**src/rtl/irq_out_pkg.sv**
```systemverilog
package irq_out_pkg;
  // Interrupt sources, indexed in the flag and enable vectors
  localparam int NSRC      = 3;
  localparam int SRC_ALARM = 0;
  localparam int SRC_OSC   = 1;
  localparam int SRC_WDOG  = 2;

  // Sources allowed to pull the pin while on backup supply
  localparam logic [NSRC-1:0] BKUP_SRC_MASK = 3'b011;

  // Flag values after reset: oscillator fail starts set
  localparam logic [NSRC-1:0] FLAG_RST = 3'b010;

  // Register addresses
  localparam int ADDR_OUTCTL = 0;
  localparam int ADDR_ENABLE = 1;
  localparam int ADDR_FLAGS  = 2;

  // Bit positions inside the control registers
  localparam int OUTCTL_LVL_BIT   = 0;
  localparam int OUTCTL_FTEST_BIT = 1;
  localparam int ENABLE_BKUP_BIT  = NSRC;

  typedef struct packed {
    logic            bk_en;
    logic [NSRC-1:0] src_en;
    logic            out_lvl;
    logic            ftest;
  } ctrl_t;
endpackage

```
**src/rtl/irq_flag_bank.sv**
```systemverilog
module irq_flag_bank #(
  parameter int N = 3,
  parameter logic [N-1:0] RST_VAL = '0
) (
  input  logic         clk,
  input  logic         rst,
  input  logic [N-1:0] set_i,
  input  logic [N-1:0] clr_i,
  output logic [N-1:0] flag_q
);
  for (genvar i = 0; i < N; i++) begin : g_flag
    always_ff @(posedge clk) begin
      if (rst)           flag_q[i] <= RST_VAL[i];
      else if (set_i[i]) flag_q[i] <= 1'b1;   // set has priority
      else if (clr_i[i]) flag_q[i] <= 1'b0;
    end

    // a pulse always leaves the flag set, even with a clear
    p_event_sets_r3: assert property (@(posedge clk) disable iff (rst)
      set_i[i] |=> flag_q[i]);

    // a set flag with no clearing write stays set
    p_flag_sticky_r2: assert property (@(posedge clk) disable iff (rst)
      (flag_q[i] && !clr_i[i]) |=> flag_q[i]);
  end
endmodule

```
**src/rtl/irq_ctrl_regs.sv**
```systemverilog
module irq_ctrl_regs
  import irq_out_pkg::*;
#(
  parameter int ADDR_W = 2,
  parameter int DATA_W = 8
) (
  input  logic              clk,
  input  logic              rst,
  input  logic              wr_i,
  input  logic [ADDR_W-1:0] addr_i,
  input  logic [DATA_W-1:0] wdata_i,
  input  logic [NSRC-1:0]   flags_i,
  output ctrl_t             ctrl_o,
  output logic [NSRC-1:0]   flag_clr_o,
  output logic [DATA_W-1:0] rdata_o
);
  localparam int USED_W = NSRC + 1;

  logic wr_outctl, wr_enable, wr_flags;
  logic unused_wbits;

  assign wr_outctl    = wr_i && (addr_i == ADDR_W'(ADDR_OUTCTL));
  assign wr_enable    = wr_i && (addr_i == ADDR_W'(ADDR_ENABLE));
  assign wr_flags     = wr_i && (addr_i == ADDR_W'(ADDR_FLAGS));
  assign unused_wbits = ^wdata_i[DATA_W-1:USED_W];

  // Writing 0 to a flag bit requests a clear; writing 1 does nothing
  assign flag_clr_o = {NSRC{wr_flags}} & ~wdata_i[NSRC-1:0];

  always_ff @(posedge clk) begin
    if (rst) begin
      ctrl_o.out_lvl <= 1'b1;
      ctrl_o.ftest   <= 1'b0;
      ctrl_o.src_en  <= '0;
      ctrl_o.bk_en   <= 1'b0;
    end else begin
      if (wr_outctl) begin
        ctrl_o.out_lvl <= wdata_i[OUTCTL_LVL_BIT];
        ctrl_o.ftest   <= wdata_i[OUTCTL_FTEST_BIT];
      end
      if (wr_enable) begin
        ctrl_o.src_en <= wdata_i[NSRC-1:0];
        ctrl_o.bk_en  <= wdata_i[ENABLE_BKUP_BIT];
      end
    end
  end

  always_ff @(posedge clk) begin
    if (rst) begin
      rdata_o <= '0;
    end else begin
      rdata_o <= '0;
      case (addr_i)
        ADDR_W'(ADDR_OUTCTL): begin
          rdata_o[OUTCTL_LVL_BIT]   <= ctrl_o.out_lvl;
          rdata_o[OUTCTL_FTEST_BIT] <= ctrl_o.ftest;
        end
        ADDR_W'(ADDR_ENABLE): begin
          rdata_o[NSRC-1:0]       <= ctrl_o.src_en;
          rdata_o[ENABLE_BKUP_BIT] <= ctrl_o.bk_en;
        end
        ADDR_W'(ADDR_FLAGS): rdata_o[NSRC-1:0] <= flags_i;
        default: ;
      endcase
    end
  end

  // a write to the level register lands in the control state
  p_outctl_write_r4: assert property (@(posedge clk) disable iff (rst)
    wr_outctl |=> (ctrl_o.out_lvl == $past(wdata_i[OUTCTL_LVL_BIT])));

  // enable register holds its value when not written
  p_enable_hold_r4: assert property (@(posedge clk) disable iff (rst)
    !wr_enable |=> $stable(ctrl_o.src_en));
endmodule

```
**src/rtl/irq_pin_sel.sv**
```systemverilog
module irq_pin_sel
  import irq_out_pkg::*;
(
  input  logic            clk,
  input  logic            rst,
  input  logic            on_backup_i,
  input  logic            test_clk_i,
  input  ctrl_t           ctrl_i,
  input  logic [NSRC-1:0] flags_i,
  output logic            pin_n_o
);
  logic hit_main, hit_bkup, pin_nxt;

  assign hit_main = |(ctrl_i.src_en & flags_i);
  assign hit_bkup = |(ctrl_i.src_en & flags_i & BKUP_SRC_MASK);

  always_comb begin
    if (on_backup_i) begin
      if (!ctrl_i.bk_en)        pin_nxt = 1'b1;
      else if (!ctrl_i.out_lvl) pin_nxt = 1'b0;
      else                      pin_nxt = !hit_bkup;
    end else begin
      if (ctrl_i.ftest)         pin_nxt = test_clk_i;
      else if (hit_main)        pin_nxt = 1'b0;
      else                      pin_nxt = ctrl_i.out_lvl;
    end
  end

  always_ff @(posedge clk) begin
    if (rst) pin_n_o <= 1'b1;
    else     pin_n_o <= pin_nxt;
  end

  // backup enable off forces the pin high
  p_bkup_off_high_r5: assert property (@(posedge clk) disable iff (rst)
    (on_backup_i && !ctrl_i.bk_en) |=> pin_n_o);

  // backup with level bit 0 forces the pin low
  p_bkup_lvl_low_r6: assert property (@(posedge clk) disable iff (rst)
    (on_backup_i && ctrl_i.bk_en && !ctrl_i.out_lvl) |=> !pin_n_o);

  // watchdog alone never pulls the pin on backup
  p_bkup_wdog_ignored_r7: assert property (@(posedge clk) disable iff (rst)
    (on_backup_i && ctrl_i.bk_en && ctrl_i.out_lvl &&
     !flags_i[SRC_ALARM] && !flags_i[SRC_OSC]) |=> pin_n_o);

  // an enabled flag on main power without test select pulls low
  p_main_flag_low_r10: assert property (@(posedge clk) disable iff (rst)
    (!on_backup_i && !ctrl_i.ftest && hit_main) |=> !pin_n_o);

  // test select on main power passes the test clock
  p_main_ftest_r9: assert property (@(posedge clk) disable iff (rst)
    (!on_backup_i && ctrl_i.ftest) |=> (pin_n_o == $past(test_clk_i)));
endmodule

```
**src/rtl/irq_out_ctrl.sv**
```systemverilog
module irq_out_ctrl
  import irq_out_pkg::*;
#(
  parameter int ADDR_W = 2,
  parameter int DATA_W = 8
) (
  input  logic              clk,
  input  logic              rst,
  input  logic              bus_wr,
  input  logic [ADDR_W-1:0] bus_addr,
  input  logic [DATA_W-1:0] bus_wdata,
  output logic [DATA_W-1:0] bus_rdata,
  input  logic              evt_alarm,
  input  logic              evt_osc_fail,
  input  logic              evt_wdog,
  input  logic              on_backup,
  input  logic              test_clk,
  output logic              irq_pin_n
);
  ctrl_t           ctrl;
  logic [NSRC-1:0] flags, flag_set, flag_clr;

  always_comb begin
    flag_set            = '0;
    flag_set[SRC_ALARM] = evt_alarm;
    flag_set[SRC_OSC]   = evt_osc_fail;
    flag_set[SRC_WDOG]  = evt_wdog;
  end

  irq_ctrl_regs #(.ADDR_W(ADDR_W), .DATA_W(DATA_W)) u_regs (
    .clk        (clk),
    .rst        (rst),
    .wr_i       (bus_wr),
    .addr_i     (bus_addr),
    .wdata_i    (bus_wdata),
    .flags_i    (flags),
    .ctrl_o     (ctrl),
    .flag_clr_o (flag_clr),
    .rdata_o    (bus_rdata)
  );

  irq_flag_bank #(.N(NSRC), .RST_VAL(FLAG_RST)) u_flags (
    .clk    (clk),
    .rst    (rst),
    .set_i  (flag_set),
    .clr_i  (flag_clr),
    .flag_q (flags)
  );

  irq_pin_sel u_pin (
    .clk         (clk),
    .rst         (rst),
    .on_backup_i (on_backup),
    .test_clk_i  (test_clk),
    .ctrl_i      (ctrl),
    .flags_i     (flags),
    .pin_n_o     (irq_pin_n)
  );

  // the pin leaves reset high
  p_reset_pin_high_r1: assert property (@(posedge clk)
    $past(rst) |-> irq_pin_n);
endmodule

```
**config.mk**
```make
export PLATFORM = sky130hd
export DESIGN_NAME = irq_out_ctrl
export DESIGN_NICKNAME = d
export VERILOG_FILES = /design/src/rtl/irq_out_pkg.sv /design/src/rtl/irq_flag_bank.sv /design/src/rtl/irq_ctrl_regs.sv /design/src/rtl/irq_pin_sel.sv /design/src/rtl/irq_out_ctrl.sv
export SDC_FILE = /design/constraint.sdc
export NUM_CORES = 1
export LEC_CHECK = 0
export CORE_MARGIN = 4
export CORE_UTILIZATION = 35
export CTS_BUF_LIST = sky130_fd_sc_hd__clkbuf_2 sky130_fd_sc_hd__clkbuf_4 sky130_fd_sc_hd__clkbuf_8
export DETAILED_ROUTE_END_ITERATION = 10
export DONT_BUFFER_PORTS = 1
export PLACE_DENSITY = 0.54
export SKIP_CTS_REPAIR_TIMING = 1
export SLEW_MARGIN = 20
export SYNTH_ARGS = -nofsm -noshare
export SYNTH_HDL_FRONTEND = slang
export SYNTH_HIERARCHICAL = 1
export SYNTH_SLANG_ARGS = --single-unit
```
**constraint.sdc**
```tcl
create_clock -name clk -period 0.97 [get_ports clk]
set_input_delay 0.097 -clock clk [delete_from_list [all_inputs] [get_ports clk]]
set_output_delay 0.097 -clock clk [all_outputs]
set_load 0.05 [all_outputs]
```
==> impl_metrics.prom, run 1 <==
# TYPE chip_impl_metric gauge
chip_impl_metric{name="tritoncts_num_sinks",unit=""} 14
chip_impl_metric{name="weighted_congestion_reported_at_the_end_of_routability_driven_placement",unit=""} 0.706
chip_impl_metric{name="via_count",unit=""} 527
chip_impl_metric{name="vdd.ir_drop.worst",unit="V"} 0.00109
chip_impl_metric{name="fin_worst_skew",unit="ns"} 0.00159
chip_impl_metric{name="drt_iter0_drc",unit=""} 25
chip_impl_metric{name="wl_per_cell",unit="um"} 13.1
chip_impl_metric{name="number_of_buffers_added_by_the_clock_tree_synthesis_step",unit=""} 3
chip_impl_metric{name="dieHeight",unit="um"} 51.6
chip_impl_metric{name="dr_wl_met3",unit="um"} 148
chip_impl_metric{name="clk_pin_slew_worst_paths",unit="ns"} 0.07
chip_impl_metric{name="drc",unit=""} 0
chip_impl_info{name="min_path_type",value="in -> reg"} 1
chip_impl_metric{name="firstDrtPassIters",unit=""} 4
chip_impl_metric{name="route.antenna.remaining_nets",unit=""} 0
chip_impl_info{name="postSynth.topFlopCell",value="dfxtp_1"} 1
chip_impl_metric{name="worst_hold_margin",unit="ns"} -0.128
chip_impl_info{name="timing.rr.start",value="u_regs/ctrl_o[0]"} 1
chip_impl_metric{name="netlist-cell-type-count",unit=""} 23
chip_impl_metric{name="ctsHtreeMaxLevel",unit=""} 1
chip_impl_metric{name="fp-row-count",unit=""} 15
chip_impl_info{name="hold_path_startpoint",value="rst"} 1
chip_impl_metric{name="pre_cts_ws",unit="ns"} -0.0674
chip_impl_metric{name="dieArea",unit="sq um"} 2660
chip_impl_metric{name="critical_path_peak_fanout",unit=""} 4
chip_impl_metric{name="drive_gt1_frac",unit=""} 0.250
chip_impl_metric{name="ys_async_sr_fraction",unit=""} 0
chip_impl_metric{name="first_global_vias",unit=""} 457
chip_impl_info{name="dr.max_layer_used",value="met4"} 1
chip_impl_info{name="ys_top_cells_by_area",value="dfxtp_1, a21oi_1, ha_1"} 1
chip_impl_info{name="cts_root_buffer",value="clkbuf_4"} 1
chip_impl_metric{name="clk_latency",unit="ns"} 0.28
chip_impl_metric{name="place.port_buffers",unit=""} 0
chip_impl_info{name="status",value="finished with violations"} 1
chip_impl_metric{name="grt_start_max_net_pins",unit=""} 15
chip_impl_metric{name="synthesis.yosys.warnings",unit=""} 6
chip_impl_metric{name="placeableCoreArea",unit="sq um"} 1760
chip_impl_metric{name="final.period_utilization",unit=""} 1.05
chip_impl_metric{name="layout_min_cycle_time",unit="ns"} 1.02
chip_impl_metric{name="grt_util_all_layers",unit=""} 0.114
chip_impl_metric{name="sequential_cell_area",unit="sq um"} 288
chip_impl_metric{name="design.portCount",unit=""} 27
chip_impl_metric{name="fin_worst_setup_slack",unit="ns"} -0.0458
chip_impl_metric{name="worstPathArrival",unit="ns"} 1.18
chip_impl_metric{name="areaGrowthSynthToFinish",unit="%"} 13.6
chip_impl_metric{name="timing.final.hold_violations",unit=""} 14
chip_impl_metric{name="routedLengthMet1",unit="um"} 580
chip_impl_metric{name="power.total",unit="W"} 0.00109
chip_impl_metric{name="syn_inst",unit=""} 72
chip_impl_metric{name="dp_hpwl",unit="um"} 988
chip_impl_metric{name="die_w",unit="um"} 51.6
chip_impl_metric{name="met2WireLength",unit="um"} 616
chip_impl_metric{name="multi_input_area",unit="sq um"} 324
chip_impl_info{name="failed_checks",value="hold timing, setup timing"} 1
chip_impl_metric{name="worst-endpoint-required",unit="ns"} 1.13
chip_impl_metric{name="slew_violations",unit=""} 0
chip_impl_metric{name="power_density",unit="nW/um^2"} 1440
chip_impl_info{name="critical_path.startpoint",value="u_regs/ctrl_o[0]"} 1
chip_impl_info{name="grt_setup_unrepaired",value="yes"} 1
chip_impl_metric{name="drt-vias-per-instance",unit=""} 5.02
chip_impl_metric{name="antenna_found_initial",unit=""} 0
chip_impl_metric{name="synth_seq_cells",unit=""} 14
chip_impl_metric{name="n_fill_cell",unit=""} 187
chip_impl_metric{name="setup_viol",unit=""} 1
chip_impl_metric{name="fin_nets",unit=""} 104
chip_impl_info{name="cts_tree",value="built"} 1
chip_impl_metric{name="initial_utilization",unit=""} 0.377
chip_impl_metric{name="drv_cap",unit=""} 0
chip_impl_metric{name="synth_top_area_frac",unit=""} 0.422
chip_impl_info{name="critPathKind",value="reg -> reg"} 1
chip_impl_info{name="synth_top_area_cell",value="dfxtp_1"} 1
chip_impl_metric{name="synth.yosys.seq_area_share",unit=""} 0.422
chip_impl_info{name="synthMostInstantiatedCell",value="dfxtp_1"} 1
chip_impl_info{name="yosys-top-cells-count",value="dfxtp_1, a21oi_1, inv_1, nand3_1, nor2_1"} 1
chip_impl_metric{name="wirelength",unit="mm"} 1.38
chip_impl_metric{name="grt_first_pass_wirelength",unit="mm"} 2.15
chip_impl_metric{name="antenna_cells_inserted",unit=""} 0
chip_impl_metric{name="grt_overflow_total",unit=""} 0
chip_impl_metric{name="synthesized_area_per_cell",unit="sq um"} 9.23
chip_impl_metric{name="synth_enable_flop_cells",unit=""} 0
chip_impl_metric{name="synth_area",unit="sq um"} 664
chip_impl_info{name="worst_setup_path_start_kind",value="flop"} 1
chip_impl_info{name="critical_path.endpoint_type",value="flop"} 1
chip_impl_metric{name="achievable-frequency",unit="MHz"} 984
chip_impl_metric{name="cellLeakagePower",unit="nW"} 0.324
chip_impl_metric{name="clk_path_buf_depth",unit=""} 2
worst paths after layout:
path	endpoint	slack, ns	cells after the start
min	u_flags/flag_q[0]	-0.13	1
max reg2reg	u_pin/pin_n_o	-0.05	3
max	u_pin/pin_n_o	-0.05	3
min reg2reg	u_regs/rdata_o[3]	0.45	2
report_power, final:
group          leakage, nW  switching, W  internal [W]  total, W
registers            0.116     0.0000144      0.000599  0.000614
logic                0.194      0.000100     0.0000589  0.000159
clock network       0.0138      0.000170      0.000144  0.000314
total                0.324      0.000285      0.000802   0.00109
metrics by stage:
step | std cells | utilization | area, sq um | TNS (ns)
after detailed placement | 101 | 0.404 | 712 | -0.123
after CTS | 104 | 0.416 | 734 | -0.0986
after floorplan | 75 | - | 677 | 0
after global routing | 105 | 0.428 | 754 | -0.0764
final | 105 | 0.428 | 754 | -0.0458
after global placement | 101 | 0.404 | 712 | -0.0859
placed cells by master, fill, tap and decap left out:
cell | netlist | layout
nor3_1 | 2 | 2
a22oi_1 | 2 | 2
nor3b_1 | 1 | 1
a21oi_2 | 0 | 1
nand2b_1 | 2 | 2
a21oi_1 | 10 | 9
a21bo_2 | 2 | 2
dfxtp_2 | 0 | 6
o21ai_0 | 1 | 1
or3_1 | 1 | 1
inv_1 | 5 | 5
nand3_1 | 5 | 5
a222oi_1 | 2 | 2
nor2_1 | 5 | 5
a311o_1 | 1 | 1
dfxtp_1 | 14 | 8
dlygate4sd3_1 | 0 | 1
a21boi_0 | 1 | 1
conb_1 | 1 | 4
clkbuf_4 | 0 | 3
o211a_1 | 1 | 1
nand2_1 | 2 | 2
buf_4 | 4 | 8
a21bo_1 | 3 | 3
ha_1 | 4 | 4
layout make-up:
type	instances	area share
multi-input combinational	49	0.430
clock buffer	3	0.0299
sequential	14	0.381
timing repair buffer	9	0.0929
inverter	5	0.0249
tap	25	0.0415
sequential cells by signal, indices dropped and copies added, names as in the netlist:
name	count
u_flags/flag_q	3
u_pin/pin_n_o	1
u_regs/ctrl_o	6
u_regs/rdata_o	4
layer usage:
layer  track usage  up-vias
li1              -      260
met2         0.165       26
met4        0.0524        0
met5             0        -
met3        0.0602        5
met1         0.137      236
kinds of logic after synthesis:
group | share of synthesized area
compound gates | 0.252
flops | 0.422
buf+inv | 0.113
other cells | 0.00564
fa+ha+maj | 0.0753
simple gates | 0.132
worst max-delay path: stages, from the launching register on:
cell and delay (ns):
dfxtp_2 0.37, a21oi_2 0.04, o211a_1 0.19, or3_1 0.31
(Power assumes the default switching activity.)
==> inputs of run 2 (changes only) <==
--- a/config.mk
+++ b/config.mk
@@ -8,8 +8,10 @@
 export CORE_MARGIN = 4
 export CORE_UTILIZATION = 35
 export CTS_BUF_LIST = sky130_fd_sc_hd__clkbuf_2 sky130_fd_sc_hd__clkbuf_4 sky130_fd_sc_hd__clkbuf_8
+export CTS_CLUSTER_SIZE = 25
 export DETAILED_ROUTE_END_ITERATION = 10
 export DONT_BUFFER_PORTS = 1
+export GPL_TIMING_DRIVEN = 1
 export PLACE_DENSITY = 0.54
 export SKIP_CTS_REPAIR_TIMING = 1
 export SLEW_MARGIN = 20
==> constraint.sdc (replaced) <==
create_clock -name clk -period 0.97 [get_ports clk]
set_input_delay 0.1455 -clock clk [delete_from_list [all_inputs] [get_ports clk]]
set_output_delay 0.1455 -clock clk [all_outputs]
set_load 0.05 [all_outputs]
==> run 2 against run 1 <==
  * The flow still finishes with violations (hold timing, setup timing)
  * Combinational power up 3%
  * Wire length down 0.44%
  * Maximum frequency down 0.72%
  * Clock skew up 0.0057 ns
  * Worst setup slack worse by 0.0074 ns
  * Via count up 0.76%
==> impl_metrics.prom, run 2 (synthesis results as in run 1) <==
# TYPE chip_impl_metric gauge
chip_impl_metric{name="drc",unit=""} 0
chip_impl_metric{name="cellLeakagePower",unit="nW"} 0.341
chip_impl_info{name="grt_setup_unrepaired",value="yes"} 1
chip_impl_metric{name="areaGrowthSynthToFinish",unit="%"} 17.3
chip_impl_metric{name="wirelength",unit="mm"} 1.37
chip_impl_metric{name="final.period_utilization",unit=""} 1.05
chip_impl_info{name="critPathKind",value="reg -> reg"} 1
chip_impl_metric{name="critical_path_peak_fanout",unit=""} 4
chip_impl_metric{name="achievable-frequency",unit="MHz"} 977
chip_impl_metric{name="layout_min_cycle_time",unit="ns"} 1.02
chip_impl_metric{name="vdd.ir_drop.worst",unit="V"} 0.00109
chip_impl_info{name="largest-register",value="u_regs/ctrl_o"} 1
chip_impl_metric{name="fin_util",unit=""} 0.442
chip_impl_metric{name="grt_util_all_layers",unit=""} 0.116
chip_impl_metric{name="design.portCount",unit=""} 27
chip_impl_metric{name="dieArea",unit="sq um"} 2660
chip_impl_metric{name="fin_nets",unit=""} 106
chip_impl_metric{name="clk_path_buf_depth",unit=""} 2
chip_impl_metric{name="fin_worst_skew",unit="ns"} 0.00726
chip_impl_metric{name="ctsHtreeMaxLevel",unit=""} 1
chip_impl_metric{name="drt_iter0_drc",unit=""} 24
chip_impl_info{name="status",value="finished with violations"} 1
chip_impl_metric{name="tritoncts_num_sinks",unit=""} 14
chip_impl_metric{name="placeableCoreArea",unit="sq um"} 1760
chip_impl_info{name="critical_path.startpoint",value="u_regs/ctrl_o[0]"} 1
chip_impl_metric{name="setup_viol",unit=""} 1
chip_impl_metric{name="route.antenna.remaining_nets",unit=""} 0
chip_impl_info{name="regToRegEndpoint",value="u_pin/pin_n_o"} 1
chip_impl_metric{name="first_global_vias",unit=""} 489
chip_impl_metric{name="dp.cells",unit=""} 103
chip_impl_metric{name="initial_utilization",unit=""} 0.377
chip_impl_metric{name="reg2reg_setup_slack",unit="ns"} -0.05
chip_impl_info{name="timing.rr.start",value="u_regs/ctrl_o[0]"} 1
chip_impl_metric{name="dp_hpwl",unit="mm"} 1.01
chip_impl_metric{name="drt-vias-per-instance",unit=""} 4.92
chip_impl_info{name="worst_setup_path_start_kind",value="flop"} 1
chip_impl_metric{name="grt_first_pass_wirelength",unit="mm"} 2.28
chip_impl_metric{name="place.port_buffers",unit=""} 0
chip_impl_metric{name="worstPathArrival",unit="ns"} 1.19
chip_impl_metric{name="sequential_cell_area",unit="sq um"} 284
chip_impl_metric{name="firstDrtPassIters",unit=""} 4
chip_impl_info{name="min_path_type",value="in -> reg"} 1
chip_impl_metric{name="worst-endpoint-required",unit="ns"} 1.14
chip_impl_metric{name="fp-row-count",unit=""} 15
chip_impl_metric{name="multi_input_area",unit="sq um"} 324
chip_impl_metric{name="grt_start_max_net_pins",unit=""} 15
chip_impl_metric{name="die_w",unit="um"} 51.6
chip_impl_metric{name="n_fill_cell",unit=""} 180
chip_impl_metric{name="via_count",unit=""} 531
chip_impl_metric{name="pre_cts_ws",unit="ns"} -0.0865
chip_impl_info{name="mostFrequentLayoutCell",value="dfxtp_1"} 1
chip_impl_metric{name="grt_overflow_total",unit=""} 0
chip_impl_metric{name="clk_pin_slew_worst_paths",unit="ns"} 0.09
chip_impl_info{name="setup.worst_path.end",value="u_pin/pin_n_o"} 1
chip_impl_info{name="critical_path.endpoint_type",value="flop"} 1
chip_impl_info{name="cts_root_buffer",value="clkbuf_4"} 1
chip_impl_metric{name="antenna_found_initial",unit=""} 0
chip_impl_metric{name="slew_violations",unit=""} 0
chip_impl_metric{name="clk_latency",unit="ns"} 0.28
chip_impl_metric{name="drv_cap",unit=""} 0
chip_impl_info{name="failed_checks",value="hold timing, setup timing"} 1
chip_impl_metric{name="wl_per_cell",unit="um"} 12.7
chip_impl_info{name="reg_top3",value="u_regs/ctrl_o x6, u_regs/rdata_o x4, u_flags/flag_q x3"} 1
chip_impl_metric{name="worst_r2r_path_depth",unit=""} 3
chip_impl_metric{name="worst_hold_margin",unit="ns"} -0.0829
chip_impl_metric{name="antenna_cells_inserted",unit=""} 0
chip_impl_metric{name="weighted_congestion_reported_at_the_end_of_routability_driven_placement",unit=""} 0.708
chip_impl_metric{name="dieHeight",unit="um"} 51.6
chip_impl_info{name="cts_tree",value="built"} 1
chip_impl_metric{name="largest_register_ffs",unit=""} 6
chip_impl_metric{name="number_of_buffers_added_by_the_clock_tree_synthesis_step",unit=""} 3
chip_impl_metric{name="timing.final.hold_violations",unit=""} 14
chip_impl_info{name="most_used_cells_in_the_layout_excluding_fill_and_tap_cells",value="dfxtp_1, buf_4, a21oi_1"} 1
chip_impl_metric{name="final-instance-count-excl-fill",unit=""} 108
chip_impl_metric{name="power_density",unit="nW/um^2"} 1530
chip_impl_metric{name="fin_worst_setup_slack",unit="ns"} -0.0532
chip_impl_metric{name="drive_gt1_frac",unit=""} 0.241
-- run 2: cell types whose count changed in the layout (fill, tap and decap cells not counted), sizes merged --
cell    change
clkbuf      +1
buf         +2
-- run 2: layout make-up --
class,count,area share
clock buffers,4,0.0465
well taps,25,0.0401
repair buffers,11,0.109
multi-input cells,49,0.416
inverters,5,0.0241
flip-flops and latches,14,0.364
-- run 2: routing by layer --
| metal | GRT usage | share of wire | up-vias |
|---|---|---|---|
| li1 | - | - | 268 |
| met1 | 0.140 | 0.42 | 232 |
| met2 | 0.182 | 0.46 | 29 |
| met3 | 0.0602 | 0.11 | 2 |
| met4 | 0.0262 | 0.0066 | 0 |
| met5 | 0 | 0 | - |
-- run 2: where the power goes --
part | total, W | leakage [nW] | internal (W) | switching [W]
clock network | 0.000419 | 0.0210 | 0.000228 | 0.000190
registers | 0.000612 | 0.116 | 0.000598 | 0.0000140
logic | 0.000163 | 0.205 | 0.0000626 | 0.000100
-- run 2: worst max-delay path, stage by stage, from the launching register on --
cell     delay, ns
dfxtp_2       0.37
a21oi_2       0.04
o211a_1       0.20
or3_1         0.30
-- run 2: through the flow --
| step | power (W) | hold WS [ns] | instance area, sq um | setup TNS [ns] |
|---|---|---|---|---|
| floorplan | 0.000773 | 0.207 | 677 | 0 |
| global placement | 0.000781 | 0.209 | 727 | -0.210 |
| detailed placement | 0.000781 | 0.211 | 727 | -0.229 |
| CTS | 0.00120 | -0.0908 | 763 | -0.103 |
| global route | 0.00125 | -0.0987 | 779 | -0.0861 |
| finish | 0.00119 | -0.0829 | 779 | -0.0532 |
-- run 2: worst min-delay path by stage --
stage,from,end,cells past startpoint
floorplan,rst,u_flags/flag_q[2],1
global placement,rst,u_flags/flag_q[2],1
detailed placement,rst,u_flags/flag_q[2],1
CTS,rst,u_flags/flag_q[2],1
global route,rst,u_regs/ctrl_o[5],1
finish,rst,u_regs/ctrl_o[0],1
